### src/rtl/smbus_cfg_pkg.sv
package smbus_cfg_pkg;

  typedef enum logic [2:0] {
    ST_IDLE,
    ST_RX,
    ST_RX_ACK,
    ST_TX,
    ST_TX_ACK,
    ST_IGNORE
  } st_e;

  typedef enum logic [1:0] {
    PH_ADDR,
    PH_CMD,
    PH_COUNT,
    PH_DATA
  } ph_e;

  typedef struct packed {
    logic start;
    logic stop;
    logic rise;
    logic fall;
  } bus_ev_t;

endpackage

### src/rtl/smbus_line_sync.sv
module smbus_line_sync #(
  parameter int STAGES = 2
) (
  input  logic                    clk,
  input  logic                    rst,
  input  logic                    scl_i,
  input  logic                    sda_i,
  output logic                    scl_s,
  output logic                    sda_s,
  output smbus_cfg_pkg::bus_ev_t  ev
);

  logic [STAGES-1:0] scl_ff;
  logic [STAGES-1:0] sda_ff;
  logic              scl_p;
  logic              sda_p;

  for (genvar g = 0; g < STAGES; g++) begin : g_stage
    if (g == 0) begin : g_first
      always_ff @(posedge clk) begin
        if (rst) begin
          scl_ff[g] <= 1'b1;
          sda_ff[g] <= 1'b1;
        end else begin
          scl_ff[g] <= scl_i;
          sda_ff[g] <= sda_i;
        end
      end
    end else begin : g_next
      always_ff @(posedge clk) begin
        if (rst) begin
          scl_ff[g] <= 1'b1;
          sda_ff[g] <= 1'b1;
        end else begin
          scl_ff[g] <= scl_ff[g-1];
          sda_ff[g] <= sda_ff[g-1];
        end
      end
    end
  end

  assign scl_s = scl_ff[STAGES-1];
  assign sda_s = sda_ff[STAGES-1];

  always_ff @(posedge clk) begin
    if (rst) begin
      scl_p <= 1'b1;
      sda_p <= 1'b1;
    end else begin
      scl_p <= scl_s;
      sda_p <= sda_s;
    end
  end

  always_comb begin
    ev.start = scl_s & scl_p & sda_p & ~sda_s;
    ev.stop  = scl_s & scl_p & ~sda_p & sda_s;
    ev.rise  = scl_s & ~scl_p;
    ev.fall  = ~scl_s & scl_p;
  end

endmodule

### src/rtl/smbus_tx_select.sv
module smbus_tx_select #(
  parameter int COUNT_VAL = 16
) (
  input  logic       send_count,
  input  logic       in_range,
  input  logic [7:0] rdata,
  output logic [7:0] byte_o
);

  localparam logic [7:0] CountByte = 8'(COUNT_VAL);

  always_comb begin
    if (send_count)    byte_o = CountByte;
    else if (in_range) byte_o = rdata;
    else               byte_o = 8'h00;
  end

endmodule

### src/rtl/smbus_cfg_slave.sv
module smbus_cfg_slave #(
  parameter logic [6:0] SLV_ADDR    = 7'h69,
  parameter int         NUM_REGS    = 16,
  parameter int         SYNC_STAGES = 2,
  localparam int        AW          = (NUM_REGS > 1) ? $clog2(NUM_REGS) : 1
) (
  input  logic          clk,
  input  logic          rst,
  input  logic          scl_i,
  input  logic          sda_i,
  output logic          sda_oe,
  output logic [AW-1:0] reg_addr,
  output logic [7:0]    reg_wdata,
  output logic          reg_we,
  input  logic [7:0]    reg_rdata
);
  import smbus_cfg_pkg::*;

  localparam logic [7:0] LastPtr = 8'hFF;

  logic      scl_s;
  logic      sda_s;
  bus_ev_t   ev;
  st_e       st;
  ph_e       ph;
  logic [3:0] bitcnt;
  logic [7:0] shreg;
  logic [7:0] ptr;
  logic [7:0] remain;
  logic       blk;
  logic       rnw;
  logic       data_seen;
  logic       adv;
  logic       cnt_next;
  logic       load_pend;
  logic       nack;
  logic       in_range;
  logic [7:0] tx_byte;

  smbus_line_sync #(.STAGES(SYNC_STAGES)) u_sync (
    .clk   (clk),
    .rst   (rst),
    .scl_i (scl_i),
    .sda_i (sda_i),
    .scl_s (scl_s),
    .sda_s (sda_s),
    .ev    (ev)
  );

  assign in_range = (ptr < 8'(NUM_REGS));
  assign reg_addr = ptr[AW-1:0];

  smbus_tx_select #(.COUNT_VAL(NUM_REGS)) u_txsel (
    .send_count (cnt_next),
    .in_range   (in_range),
    .rdata      (reg_rdata),
    .byte_o     (tx_byte)
  );

  always_ff @(posedge clk) begin
    if (rst) begin
      st        <= ST_IDLE;
      ph        <= PH_ADDR;
      bitcnt    <= '0;
      shreg     <= '0;
      ptr       <= '0;
      remain    <= '0;
      blk       <= 1'b0;
      rnw       <= 1'b0;
      data_seen <= 1'b0;
      adv       <= 1'b0;
      cnt_next  <= 1'b0;
      load_pend <= 1'b0;
      nack      <= 1'b0;
      sda_oe    <= 1'b0;
      reg_we    <= 1'b0;
      reg_wdata <= '0;
    end else begin
      reg_we <= 1'b0;
      if (ev.start) begin
        st        <= ST_RX;
        ph        <= PH_ADDR;
        bitcnt    <= '0;
        sda_oe    <= 1'b0;
        load_pend <= 1'b0;
        adv       <= 1'b0;
      end else if (ev.stop) begin
        st        <= ST_IDLE;
        sda_oe    <= 1'b0;
        load_pend <= 1'b0;
        adv       <= 1'b0;
      end else begin
        case (st)
          ST_RX: begin
            if (ev.rise && bitcnt < 4'd8) begin
              shreg  <= {shreg[6:0], sda_s};
              bitcnt <= bitcnt + 4'd1;
            end else if (ev.fall && bitcnt == 4'd8) begin
              bitcnt <= '0;
              case (ph)
                PH_ADDR: begin
                  if (shreg[7:1] == SLV_ADDR) begin
                    sda_oe <= 1'b1;
                    st     <= ST_RX_ACK;
                    rnw    <= shreg[0];
                  end else begin
                    st <= ST_IGNORE;
                  end
                end
                PH_CMD: begin
                  sda_oe    <= 1'b1;
                  st        <= ST_RX_ACK;
                  blk       <= ~shreg[7];
                  ptr       <= shreg[7] ? {1'b0, shreg[6:0]} : 8'd0;
                  data_seen <= 1'b0;
                  remain    <= '0;
                end
                PH_COUNT: begin
                  sda_oe <= 1'b1;
                  st     <= ST_RX_ACK;
                  remain <= shreg;
                end
                default: begin
                  sda_oe <= 1'b1;
                  st     <= ST_RX_ACK;
                  if (blk) begin
                    if (remain != 8'd0) begin
                      remain <= remain - 8'd1;
                      adv    <= 1'b1;
                      if (in_range) begin
                        reg_we    <= 1'b1;
                        reg_wdata <= shreg;
                      end
                    end
                  end else if (!data_seen) begin
                    data_seen <= 1'b1;
                    if (in_range) begin
                      reg_we    <= 1'b1;
                      reg_wdata <= shreg;
                    end
                  end
                end
              endcase
            end
          end

          ST_RX_ACK: begin
            if (ev.fall) begin
              sda_oe <= 1'b0;
              adv    <= 1'b0;
              if (adv && ptr != LastPtr) ptr <= ptr + 8'd1;
              case (ph)
                PH_ADDR: begin
                  if (rnw) begin
                    st        <= ST_TX;
                    load_pend <= 1'b1;
                    cnt_next  <= blk;
                  end else begin
                    st <= ST_RX;
                    ph <= PH_CMD;
                  end
                end
                PH_CMD: begin
                  st <= ST_RX;
                  ph <= blk ? PH_COUNT : PH_DATA;
                end
                default: begin
                  st <= ST_RX;
                  ph <= PH_DATA;
                end
              endcase
            end
          end

          ST_TX: begin
            if (load_pend) begin
              load_pend <= 1'b0;
              shreg     <= tx_byte;
              sda_oe    <= ~tx_byte[7];
              bitcnt    <= '0;
            end else if (ev.rise) begin
              bitcnt <= bitcnt + 4'd1;
            end else if (ev.fall && bitcnt != 4'd0) begin
              if (bitcnt == 4'd8) begin
                sda_oe   <= 1'b0;
                st       <= ST_TX_ACK;
                bitcnt   <= '0;
                cnt_next <= 1'b0;
                if (!cnt_next && blk && ptr != LastPtr) ptr <= ptr + 8'd1;
              end else begin
                shreg  <= {shreg[6:0], 1'b0};
                sda_oe <= ~shreg[6];
              end
            end
          end

          ST_TX_ACK: begin
            if (ev.rise) begin
              nack   <= sda_s;
              bitcnt <= 4'd1;
            end else if (ev.fall && bitcnt == 4'd1) begin
              bitcnt <= '0;
              if (nack) begin
                st <= ST_IGNORE;
              end else begin
                st        <= ST_TX;
                load_pend <= 1'b1;
              end
            end
          end

          default: ;
        endcase
      end
    end
  end

endmodule

### config.mk
export PLATFORM = sky130hd
export DESIGN_NAME = smbus_cfg_slave
export DESIGN_NICKNAME = d
export VERILOG_FILES = /design/src/rtl/smbus_cfg_pkg.sv /design/src/rtl/smbus_line_sync.sv /design/src/rtl/smbus_tx_select.sv /design/src/rtl/smbus_cfg_slave.sv
export SDC_FILE = /design/constraint.sdc
export NUM_CORES = 1
export LEC_CHECK = 0
export BUFFER_PORTS_ARGS = -buffer_cell sky130_fd_sc_hd__buf_4
export CAP_MARGIN = 25
export CORE_MARGIN = 2
export CORE_UTILIZATION = 55
export CTS_BUF_LIST = sky130_fd_sc_hd__clkbuf_16
export DETAILED_ROUTE_END_ITERATION = 12
export PLACE_DENSITY = 0.84
export SLEW_MARGIN = 25
export SYNTH_ARGS = -nofsm -noshare
export SYNTH_HDL_FRONTEND = slang
export SYNTH_SLANG_ARGS = --single-unit
### constraint.sdc
create_clock -name clk -period 3 [get_ports clk]
set_clock_uncertainty 0.2 [all_clocks]
set_input_delay 0.15 -clock clk [delete_from_list [all_inputs] [get_ports clk]]
set_output_delay 0.15 -clock clk [all_outputs]
set_load 0.01 [all_outputs]
==> results of run 1 <==
==> cell usage in the layout, fill, tap and decap left out, types with 8 or more instances in the layout <==
cell | synthesis | final
nand4_1 | 9 | 9
o21ai_0 | 12 | 12
buf_4 | 4 | 36
nand2b_1 | 11 | 11
dfxtp_1 | 56 | 56
ha_1 | 10 | 10
a31oi_1 | 12 | 12
a21oi_1 | 29 | 29
inv_1 | 13 | 13
nand2_1 | 22 | 22
nor2_1 | 54 | 54
a22oi_1 | 8 | 8
a211oi_1 | 14 | 14
mux2i_1 | 15 | 15
==> how the worst min path moves through the flow <==
stage                       startpoint                to
after floorplan                  scl_i  u_sync.scl_ff[0]
after global placement           scl_i  u_sync.scl_ff[0]
after detailed placement         scl_i  u_sync.scl_ff[0]
after CTS                 reg_rdata[6]          shreg[6]
after global routing      reg_rdata[5]          shreg[5]
final                     reg_rdata[5]          shreg[5]
==> layer usage <==
metal / global-route usage (%) / vias to the layer above / wire [um]
met5: 0 / - / 0
met4: 7.049 / 0 / 123
met3: 4.022 / 11 / 539
met2: 43.06 / 128 / 4134
met1: 38.02 / 1591 / 4000
li1: - / 1609 / -
==> metrics by stage <==
| stage | hold WS (ns) | setup WS, ns | utilization, % | std cells |
|---|---|---|---|---|
| CTS | 0.02541 | 0.4161 | 63.95 | 514 |
| floorplan | 0.05381 | 0.5496 | - | 422 |
| finish | 0.02913 | 0.4186 | 63.95 | 514 |
| global placement | 0.1347 | 0.4528 | 61.03 | 504 |
| global route | 0.04951 | 0.2673 | 63.95 | 514 |
| detailed placement | 0.1381 | 0.4188 | 61.03 | 504 |
==> final cells by class <==
cell class              instances  share of cell area [%]
clock buffers                   5                   3.285
clock inverters                 3                  0.7556
inverters                      14                   1.380
multi-input cells             323                   55.06
flip-flops and latches         56                   29.44
well taps                      75                   2.464
repair buffers                 38                   7.622
==> state kept, by name (all words and copies together) (netlist names) <==
| name | cells |
|---|---|
| st | 3 |
| rnw | 1 |
| ph | 2 |
| ptr | 8 |
| reg_wdata | 8 |
| sda_oe | 1 |
| u_sync.sda_ff | 1 |
| shreg | 8 |
| cnt_next | 1 |
| bitcnt | 4 |
| blk | 1 |
| u_sync.scl_p | 1 |
| u_sync.sda_p | 1 |
| u_sync.scl_ff | 1 |
| adv | 1 |
| nack | 1 |
| u_sync.scl_s | 1 |
| remain | 8 |
| u_sync.sda_s | 1 |
| load_pend | 1 |
| reg_we | 1 |
| data_seen | 1 |
==> cell usage after synthesis, types with 3 or more instances <==
library cell / count
nor4_1: 6
o41ai_1: 4
a21oi_1: 29
buf_4: 4
nand2_1: 22
inv_1: 13
a31oi_1: 12
o221ai_1: 3
or4_1: 6
and3_1: 7
nand3b_1: 5
or2_2: 7
mux2i_1: 15
nor3_1: 7
nand4_1: 9
nor2_1: 54
a211oi_1: 14
clkbuf_1: 22
nand2b_1: 11
a22oi_1: 8
o31ai_1: 4
and2_1: 3
nand3_1: 6
nor3b_1: 3
o21a_1: 4
o21ai_1: 5
o21ai_0: 12
o22ai_1: 4
a311oi_1: 4
dfxtp_1: 56
ha_1: 10
nor2b_1: 7
nand4b_1: 3
==> repair_timing <==
| item | in CTS | in global routing |
|---|---|---|
| hold endpoints to repair | 2 | 0 |
| endpoints found under the setup margin | 0 | 0 |
| hold buffers | 2 | 0 |
| buffers inserted | 0 | 0 |
==> critical path, cell delays in order (launching register included) <==
cell and delay, ns:
dfxtp_1 0.35, or4_1 0.59, or4b_1 0.59, o311ai_2 0.49, o21ai_1 0.14, a21oi_1 0.15
==> power by group <==
group	switching, mW	total (mW)	internal, mW	leakage, nW
clock network	0.303	0.626	0.323	0.0767
registers	0.00969	0.758	0.748	0.452
logic	0.0573	0.0958	0.0385	0.872
==> kinds of logic (layout without fill, tap and decap cells) <==
family | count (synthesis) | after routing
AO/OA/AOI/OAI | 130 | 130
XOR/XNOR | 2 | 2
adder cells (fa/ha/maj) | 10 | 10
buffers and inverters | 43 | 60
flip-flops | 56 | 56
multiplexers | 15 | 15
AND/OR/NAND/NOR | 166 | 166
==> run summary, run 1 <==
==================================================================================
Maximum level of the CTS H-tree                                                  2
Number of antenna violations at the first check in global routing                0
Remaining antenna violation count after routing                                  0
EDFF count, synth                                                                0
CTS tree                                                                       yes
Die Span X                                                                82.58 um
Critical Path Source                                                     remain[2]
Mux cell area share after synthesis                                         4.422%
R2R Path End                                                             remain[2]
Number of cells traversed by the worst hold path                                 3
Number of filler cells placed in the layout                                    498
Total track usage                                                           26.96%
DPL Wire Length                                                            6141 um
Fraction of layout instances using a drive strength above 1                 13.67%
Io pins                                                                         26
Sum of routed wire length over all layers                                  8797 um
Number of cells on the worst reg-to-reg path                                     5
Share of async-settable or async-resettable flops after synthesis               0%
Final hold vios                                                                  0
Via count of the first global-routing pass                                    2894
Drt first pass iters                                                             4
Max Fanout on Critical Path                                                      6
Fin crit period                                                           2.581 ns
DR vias                                                                       3339
Row count                                                                       28
Last weighted congestion value of the routability-driven placer             0.9589
Last element of the critical path                                        remain[2]
Warnings, synthesis                                                              0
Final-stage net count                                                          460
Portion of the post-synthesis area used by sequential elements              33.01%
Element type at the critical path end                                         flop
Syn avg cell area                                                        8.047 um2
Synth Area in XOR/XNOR                                                     0.5158%
Placeable core region                                                     5956 um2
Power Dens Cells                                                      388.5 nW/um2
Top FF cell, synth                                                         dfxtp_1
Total nets after synthesis                                                     444
Clock latency on the worst-skew pair                                       0.30 ns
Die height                                                                82.58 um
Maximum clock frequency                                                  387.4 MHz
CP arrival                                                                 2.61 ns
Slew Viols, Final                                                                0
Worst-margin pin slew                                                    0.7804 ns
Critical path class                                                        reg2reg
Setup repair after global routing missed its margin                          false
Largest family of logic cells by synthesized area                     compound AO/OA/AOI/OAI gates
CTS clock-pin slew for the worst setup and hold paths                      0.08 ns
Most area-hungry cell type in the Yosys netlist                            dfxtp_1
Cell Area, Placed                                                         3635 um2
Total global routing overflow                                                    0
Fraction of the mapped netlist area in compound gates                       27.01%
Register-to-register setup slack                                           0.42 ns
Worst max-slew margin expressed relative to the limit                       47.57%
Library cell used as clock root buffer                                   clkbuf_16
IR Drop Worst-Case VDD                                                   0.3458 mV
CTS buffer count                                                                 5
Top area cells in the synthesized netlist                             dfxtp_1, nor2_1, mux2i_1, a21oi_1, ha_1
Synthesized area                                                          3396 um2
Ant. Diodes                                                                      0
Via/cell ratio                                                               6.496
Lkg Pwr                                                                   1.401 nW
Cell count after synthesis                                                     422
Input/output buffers                                                            25
Class of the most critical hold timing path                                 in2reg
Clock sink count                                                                56
Final period util                                                           86.05%
Area share of the largest cell type after synthesis                         33.01%
Worst r2r src                                                            remain[2]
Number of buffers between clock root and the deepest sink                        2
Number of setup violations in the final report                                   0
Setup tns final                                                               0 ns
Number of synthesized register bits                                             56
Signed area change from the synthesized netlist to the final layout         12.16%
Sort of element at the start of the critical path                             flop
First-iteration detailed-routing DRC count                                     298
Outcome                                                                  completed
Number of distinct library cells after synthesis                                66
Footprint of the multi-input gates                                        2097 um2
Initial core utilization                                                    57.02%
Maximum number of pins on one net before global-route repair                    50
Critical path data required time                                           3.03 ns
DRC Markers                                                                      0
Adder and majority cell fraction of the synthesized area                    3.685%
Max cap viols                                                                    0
Average wire length per cell after detail routing                         17.11 um
Final total power                                                         1.480 mW
Area fraction in and, or, nand and nor cells after synthesis                26.12%
Number of gates resized after CTS                                                0
Combined flip-flop and latch cell area                                    1121 um2
Design Area, Final                                                        3809 um2
Die area                                                                  6819 um2
First-pass GRT wire length                                                14280 um
==================================================================================
Note: power is estimated with default switching activity, not from simulation.
==> run 2, diff against run 1 <==
--- a/config.mk
+++ b/config.mk
@@ -8,11 +8,11 @@
 export BUFFER_PORTS_ARGS = -buffer_cell sky130_fd_sc_hd__buf_4
 export CAP_MARGIN = 25
 export CORE_MARGIN = 2
-export CORE_UTILIZATION = 55
+export CORE_UTILIZATION = 30
 export CTS_BUF_LIST = sky130_fd_sc_hd__clkbuf_16
 export DETAILED_ROUTE_END_ITERATION = 12
-export PLACE_DENSITY = 0.84
-export SLEW_MARGIN = 25
+export PLACE_DENSITY = 0.56
+export SLEW_MARGIN = 20
 export SYNTH_ARGS = -nofsm -noshare
 export SYNTH_HDL_FRONTEND = slang
 export SYNTH_SLANG_ARGS = --single-unit
==> constraint.sdc (replaced) <==
create_clock -name clk -period 3 [get_ports clk]
set_clock_uncertainty 0.2 [all_clocks]
set_input_delay 0.45 -clock clk [delete_from_list [all_inputs] [get_ports clk]]
set_output_delay 0.45 -clock clk [all_outputs]
set_load 0.01 [all_outputs]
==> run 2 against run 1 <==
Against the previous run: first-iteration DRC count decreased by 41%; design area increased by 2.3%; critical path depth unchanged; worst hold slack improved by 0.11 ns; global-route usage decreased by 11 points; routed wire length increased by 7.7%; flip-flop and latch count unchanged.
==> run summary, run 2 (synthesis gave the netlist of run 1 again) <==
==================================================================================
Initial core utilization                                                    31.05%   was 57.02%
Element type at the critical path end                                         flop   unchanged
First-iteration detailed-routing DRC count                                     177   was 298
Power Dens Cells                                                      376.1 nW/um2   was 388.5 nW/um2
Total global routing overflow                                                    0   unchanged
Highest cell delay on the worst timing path                                0.61 ns   was 0.59 ns
Setup tns final                                                               0 ns   unchanged
Clock latency on the worst-skew pair                                       0.30 ns   about the same
Slew Viols, Final                                                                0   unchanged
Clock sink count                                                                56   unchanged
Max cap viols                                                                    0   unchanged
Register-to-register setup slack                                           0.38 ns   was 0.42 ns
Number of buffers between clock root and the deepest sink                        2   unchanged
Non-Filler Instances                                                           581   was 514
Final-stage net count                                                          462   was 460
Die Span X                                                                110.4 um   was 82.58 um
CTS clock-pin slew for the worst setup and hold paths                      0.08 ns   about the same
Gate family responsible for the most delay along the worst path       simple AND/OR/NAND/NOR gates   unchanged
Number of post-CTS setup repair buffers                                          0   unchanged
Lkg Pwr                                                                   1.404 nW   was 1.401 nW
Critical path class                                                        reg2reg   unchanged
Total track usage                                                           16.29%   was 26.96%
Number of antenna violations at the first check in global routing                0   unchanged
Drt first pass iters                                                             5   was 4
Most frequent cells in the layout                                     dfxtp_1, nor2_1, buf_4, a21oi_1, nand2_1   unchanged
Worst Hold End                                                        u_sync.sda_ff[0]   was shreg[5]
DR vias                                                                       3321   was 3339
Number of filler cells placed in the layout                                   1160   was 498
Number of cells traversed by the worst hold path                                 2   was 3
Maximum number of pins on one net before global-route repair                    50   unchanged
Last weighted congestion value of the routability-driven placer             0.8931   was 0.9589
IR Drop Worst-Case VDD                                                   0.2081 mV   was 0.3458 mV
Critical Path Slowest Stage Cell                                             or4_1   unchanged
CP arrival                                                                 2.58 ns   was 2.61 ns
Crit-path cells                                                       or4_1 -> or4b_1 -> o311a_1 -> mux2i_1 -> a21oi_1   was or4_1 -> or4b_1 -> o311ai_2 -> o21ai_1 -> a21oi_1
Signed area change from the synthesized netlist to the final layout         14.78%   was 12.16%
Worst Setup Slack, final                                                 0.3839 ns   was 0.4186 ns
Number of setup violations in the final report                                   0   unchanged
Die height                                                                110.4 um   was 82.58 um
Maximum level of the CTS H-tree                                                  2   unchanged
Final period util                                                           87.20%   was 86.05%
Input/output buffers                                                            25   unchanged
Critical path data required time                                           2.96 ns   was 3.03 ns
Outcome                                                                  completed   unchanged
DPL Wire Length                                                            6879 um   was 6141 um
CTS hold repair buffers                                                          0   was 2
Worst-margin pin slew                                                    0.6282 ns   was 0.7804 ns
Remaining antenna violation count after routing                                  0   unchanged
Placeable core region                                                    10940 um2   was 5956 um2
Via count of the first global-routing pass                                    3023   was 2894
Io pins                                                                         26   unchanged
First-pass GRT wire length                                                15750 um   was 14280 um
Ant. Diodes                                                                      0   unchanged
Number of gates resized after CTS                                                0   unchanged
Setup repair after global routing missed its margin                          false   unchanged
Combined flip-flop and latch cell area                                    1121 um2   unchanged
Number of cells on the worst reg-to-reg path                                     5   unchanged
CTS tree                                                                       yes   unchanged
Hold path start                                                              sda_i   was reg_rdata[5]
Max Fanout on Critical Path                                                     10   was 6
R2R Path End                                                             remain[0]   was remain[2]
Worst max-slew margin expressed relative to the limit                       57.04%   was 47.57%
Sum of routed wire length over all layers                                  9471 um   was 8797 um
Fin crit period                                                           2.616 ns   was 2.581 ns
Die area                                                                 12190 um2   was 6819 um2
Average wire length per cell after detail routing                         16.30 um   was 17.11 um
Class of the most critical hold timing path                                 in2reg   unchanged
Total buffers and inverters traversed by the critical path                       0   unchanged
Final hold vios                                                                  0   unchanged
Worst r2r src                                                            remain[2]   unchanged
Fraction of layout instances using a drive strength above 1                 14.51%   was 13.67%
Maximum clock frequency                                                  382.2 MHz   was 387.4 MHz
Row count                                                                       38   was 28
Footprint of the multi-input gates                                        2097 um2   unchanged
Via/cell ratio                                                               5.716   was 6.496
Sort of element at the start of the critical path                             flop   unchanged
Placed cell count                                                              573   was 504
CTS buffer count                                                                 5   unchanged
Pre-CTS setup slack                                                      0.4137 ns   was 0.4188 ns
Library cell used as clock root buffer                                   clkbuf_16   unchanged
DRC Markers                                                                      0   unchanged
Most common cell after layout, fill and taps aside                         dfxtp_1   unchanged
==================================================================================
-- run 2: changes by cell type in the layout (fill, tap and decap cells not counted), sizes merged --
cell	delta
inv	-2
dlygate4sd3	-2
clkinvlp	+2
buf	+4
-- run 2: worst max-delay path by stage --
stage	slack [ns]	start	cells after the start	end
2_1_floorplan	0.55	remain[2]	6	remain[0]
3_3_place_gp	0.46	remain[2]	5	remain[0]
3_5_place_dp	0.41	remain[2]	5	remain[0]
4_1_cts	0.40	remain[2]	5	remain[0]
5_1_grt	0.23	remain[2]	5	remain[6]
6_report	0.38	remain[2]	5	remain[0]
-- run 2: cell type report --
class,instances,area share [%]
Clock buffer,5,3.210
Tap cell,140,4.494
Clock inverter,3,0.6742
Multi-Input combinational cell,323,53.80
Inverter,14,1.348
Sequential cell,56,28.76
Timing Repair Buffer,40,7.705
-- run 2: layer usage --
layer,vias up,part of all wire [%],GRT usage (%)
met5,-,0,0
met4,0,1.4,4.375
met3,11,5.4,2.646
met2,98,46,25.85
met1,1590,47,22.90
li1,1622,-,-
-- run 2: report_power, final --
part,switching [mW],internal (mW)
sequential,0.00953,0.748
combinational,0.0588,0.0380
clock,0.295,0.316
total,0.363,1.10
-- run 2: per-stage QoR --
stage	cell area [um2]	total power, mW	util [%]	hold WS (ns)
2_1_floorplan	3396	0.8347	-	0.1895
3_3_place_gp	3746	0.8710	34.26	0.1996
3_5_place_dp	3746	0.8715	34.26	0.2000
4_1_cts	3897	1.487	35.64	0.1322
5_1_grt	3897	1.524	35.64	0.1322
6_report	3897	1.466	35.64	0.1385
==> run 3, diff against run 2 <==
--- a/config.mk
+++ b/config.mk
@@ -7,11 +7,12 @@
 export LEC_CHECK = 0
 export BUFFER_PORTS_ARGS = -buffer_cell sky130_fd_sc_hd__buf_4
 export CAP_MARGIN = 25
+export CORE_ASPECT_RATIO = 0.75
 export CORE_MARGIN = 2
-export CORE_UTILIZATION = 30
+export CORE_UTILIZATION = 50
 export CTS_BUF_LIST = sky130_fd_sc_hd__clkbuf_16
 export DETAILED_ROUTE_END_ITERATION = 12
-export PLACE_DENSITY = 0.56
+export PLACE_DENSITY = 0.78
 export SLEW_MARGIN = 20
 export SYNTH_ARGS = -nofsm -noshare
 export SYNTH_HDL_FRONTEND = slang
==> run 3 against run 2 <==
Against the previous run: flip-flop and latch count unchanged; fmax decreased by 0.36%; worst setup slack got worse by 0.0096 ns.
==> run summary, run 3 (synthesis gave the netlist of run 1 again) <==
==================================================================================
Outcome                                                                  completed   unchanged
Number of antenna violations at the first check in global routing                0   unchanged
Design Area, Final                                                        3811 um2   was 3897 um2
Critical path class                                                        reg2reg   unchanged
Total global routing overflow                                                    0   unchanged
Lkg Pwr                                                                   1.403 nW   was 1.404 nW
Pre-CTS setup slack                                                      0.4048 ns   was 0.4137 ns
Final period util                                                           87.52%   was 87.20%
Input/output buffers                                                            25   unchanged
Crit-path cells                                                       or4_4 -> a211o_1 -> a2111oi_4 -> buf_4 -> mux2i_1 -> nor2_1   was or4_1 -> or4b_1 -> o311a_1 -> mux2i_1 -> a21oi_1
Signed area change from the synthesized netlist to the final layout         12.23%   was 14.78%
Via count of the first global-routing pass                                    2960   was 3023
DR vias                                                                       3404   was 3321
Total track usage                                                           23.97%   was 16.29%
Drt first pass iters                                                             5   unchanged
Number of cells on the worst reg-to-reg path                                     6   was 5
Critical path data required time                                           2.97 ns   was 2.96 ns
DPL Wire Length                                                            6423 um   was 6879 um
Cell Area, Placed                                                         3665 um2   was 3746 um2
CP arrival                                                                 2.60 ns   was 2.58 ns
Setup tns final                                                               0 ns   unchanged
Die Span X                                                                99.16 um   was 110.4 um
Critical Path Slowest Stage Cell                                             or4_4   was or4_1
Highest cell delay on the worst timing path                                0.59 ns   was 0.61 ns
Most common cell after layout, fill and taps aside                         dfxtp_1   unchanged
Worst-margin pin slew                                                    0.6722 ns   was 0.6282 ns
Maximum number of pins on one net before global-route repair                    50   unchanged
Sum of routed wire length over all layers                                  9037 um   was 9471 um
Initial core utilization                                                    52.70%   was 31.05%
Worst max-slew margin expressed relative to the limit                       54.55%   was 57.04%
Sort of element at the start of the critical path                             flop   unchanged
First-iteration detailed-routing DRC count                                     407   was 177
Worst r2r src                                                               ptr[4]   was remain[2]
Ant. Diodes                                                                      0   unchanged
Total buffers and inverters traversed by the critical path                       1   was 0
Clock latency on the worst-skew pair                                       0.30 ns   about the same
Class of the most critical hold timing path                                 in2reg   unchanged
Element type at the critical path end                                         flop   unchanged
Number of filler cells placed in the layout                                    573   was 1160
Worst Setup Slack, final                                                 0.3743 ns   was 0.3839 ns
Setup repair after global routing missed its margin                          false   unchanged
Clock sink count                                                                56   unchanged
CTS tree                                                                       yes   unchanged
Critical Path Source                                                        ptr[4]   was remain[2]
Maximum level of the CTS H-tree                                                  2   unchanged
Stages on worst setup path                                                       6   was 5
Io pins                                                                         26   unchanged
Number of buffers between clock root and the deepest sink                        2   unchanged
Gate family responsible for the most delay along the worst path       compound AO/OA/AOI/OAI gates   was simple AND/OR/NAND/NOR gates
Number of post-CTS setup repair buffers                                          0   unchanged
Most frequent cells in the layout                                     dfxtp_1, nor2_1, buf_4, a21oi_1, nand2_1   unchanged
R2R Path End                                                          reg_wdata[4]   was remain[0]
Fin crit period                                                           2.626 ns   was 2.616 ns
Via/cell ratio                                                               6.534   was 5.716
Row count                                                                       25   was 38
Die area                                                                  7474 um2   was 12190 um2
Worst hold slack across all endpoints                                    0.1357 ns   was 0.1385 ns
Remaining antenna violation count after routing                                  0   unchanged
CTS hold repair buffers                                                          0   unchanged
Slew Viols, Final                                                                0   unchanged
Register-to-register setup slack                                           0.37 ns   was 0.38 ns
Max Fanout on Critical Path                                                      7   was 10
Final-stage net count                                                          461   was 462
CTS buffer count                                                                 5   unchanged
Placeable core region                                                     6444 um2   was 10940 um2
Maximum clock frequency                                                  380.8 MHz   was 382.2 MHz
Die height                                                                75.37 um   was 110.4 um
CTS clock-pin slew for the worst setup and hold paths                      0.08 ns   about the same
Last element of the critical path                                     reg_wdata[4]   was remain[0]
Number of gates resized after CTS                                                0   unchanged
Number of setup violations in the final report                                   0   unchanged
Average wire length per cell after detail routing                         17.35 um   was 16.30 um
Fraction of layout instances using a drive strength above 1                 14.32%   was 14.51%
First-pass GRT wire length                                                14510 um   was 15750 um
Last weighted congestion value of the routability-driven placer             0.9119   was 0.8931
Final hold vios                                                                  0   unchanged
Max cap viols                                                                    0   unchanged
Power Dens Cells                                                      381.8 nW/um2   was 376.1 nW/um2
DRC Markers                                                                      0   unchanged
Library cell used as clock root buffer                                   clkbuf_16   unchanged
IR Drop Worst-Case VDD                                                   0.2986 mV   was 0.2081 mV
==================================================================================
[run 3: changes by cell type in the layout (fill, tap and decap cells not counted), sizes merged]
cell,before,now
clkinv,1,2
buf,40,39
clkinvlp,2,1
[run 3: worst reg2reg max path: stages, from the launching register on]
cell and delay, ns:
dfxtp_1 0.38, or4_4 0.59, a211o_1 0.34, a2111oi_4 0.50, buf_4 0.25, mux2i_1 0.19
nor2_1 0.06
[run 3: worst min-delay path by stage]
stage / start / end / slack [ns] / cells after the start
6_report: sda_i / u_sync.sda_ff[0] / 0.14 / 2
5_1_grt: scl_i / u_sync.scl_ff[0] / 0.13 / 2
4_1_cts: sda_i / u_sync.sda_ff[0] / 0.13 / 2
3_5_place_dp: u_sync.scl_ff[0] / u_sync.scl_s / 0.19 / 1
3_3_place_gp: u_sync.scl_ff[0] / u_sync.scl_s / 0.19 / 1
2_1_floorplan: u_sync.scl_ff[0] / u_sync.scl_s / 0.19 / 1
[run 3: per-stage QoR]
step	total power [mW]	utilization (%)	cells
floorplan	0.8347	-	422
global placement	0.8669	56.87	513
detailed placement	0.8690	56.87	513
CTS	1.456	59.15	521
global route	1.502	59.15	521
finish	1.455	59.15	521
[run 3: metal layers]
layer	up-vias	track usage (%)	share of wire [%]
met5	-	0	0
met4	0	6.697	1.6
met3	23	4.404	8.6
met2	159	37.01	44
met1	1606	34.81	46
li1	1616	-	-
[run 3: layout make-up]
type                       instances  area [um2]  area share [%]
multi-input combinational        323        2097           55.02
sequential                        56        1121           29.42
timing repair buffer              39       292.8           7.682
clock buffer                       5       125.1           3.283
tap                               81       101.3           2.659
inverter                          14       52.55           1.379
clock inverter                     3       21.27          0.5581
[run 3: power by group]
group          switching, mW  total [mW]  internal (mW)
Combinational         0.0582      0.0962         0.0380
Clock                  0.288       0.600          0.312
Sequential            0.0102       0.759          0.748
Total                  0.357        1.46           1.10
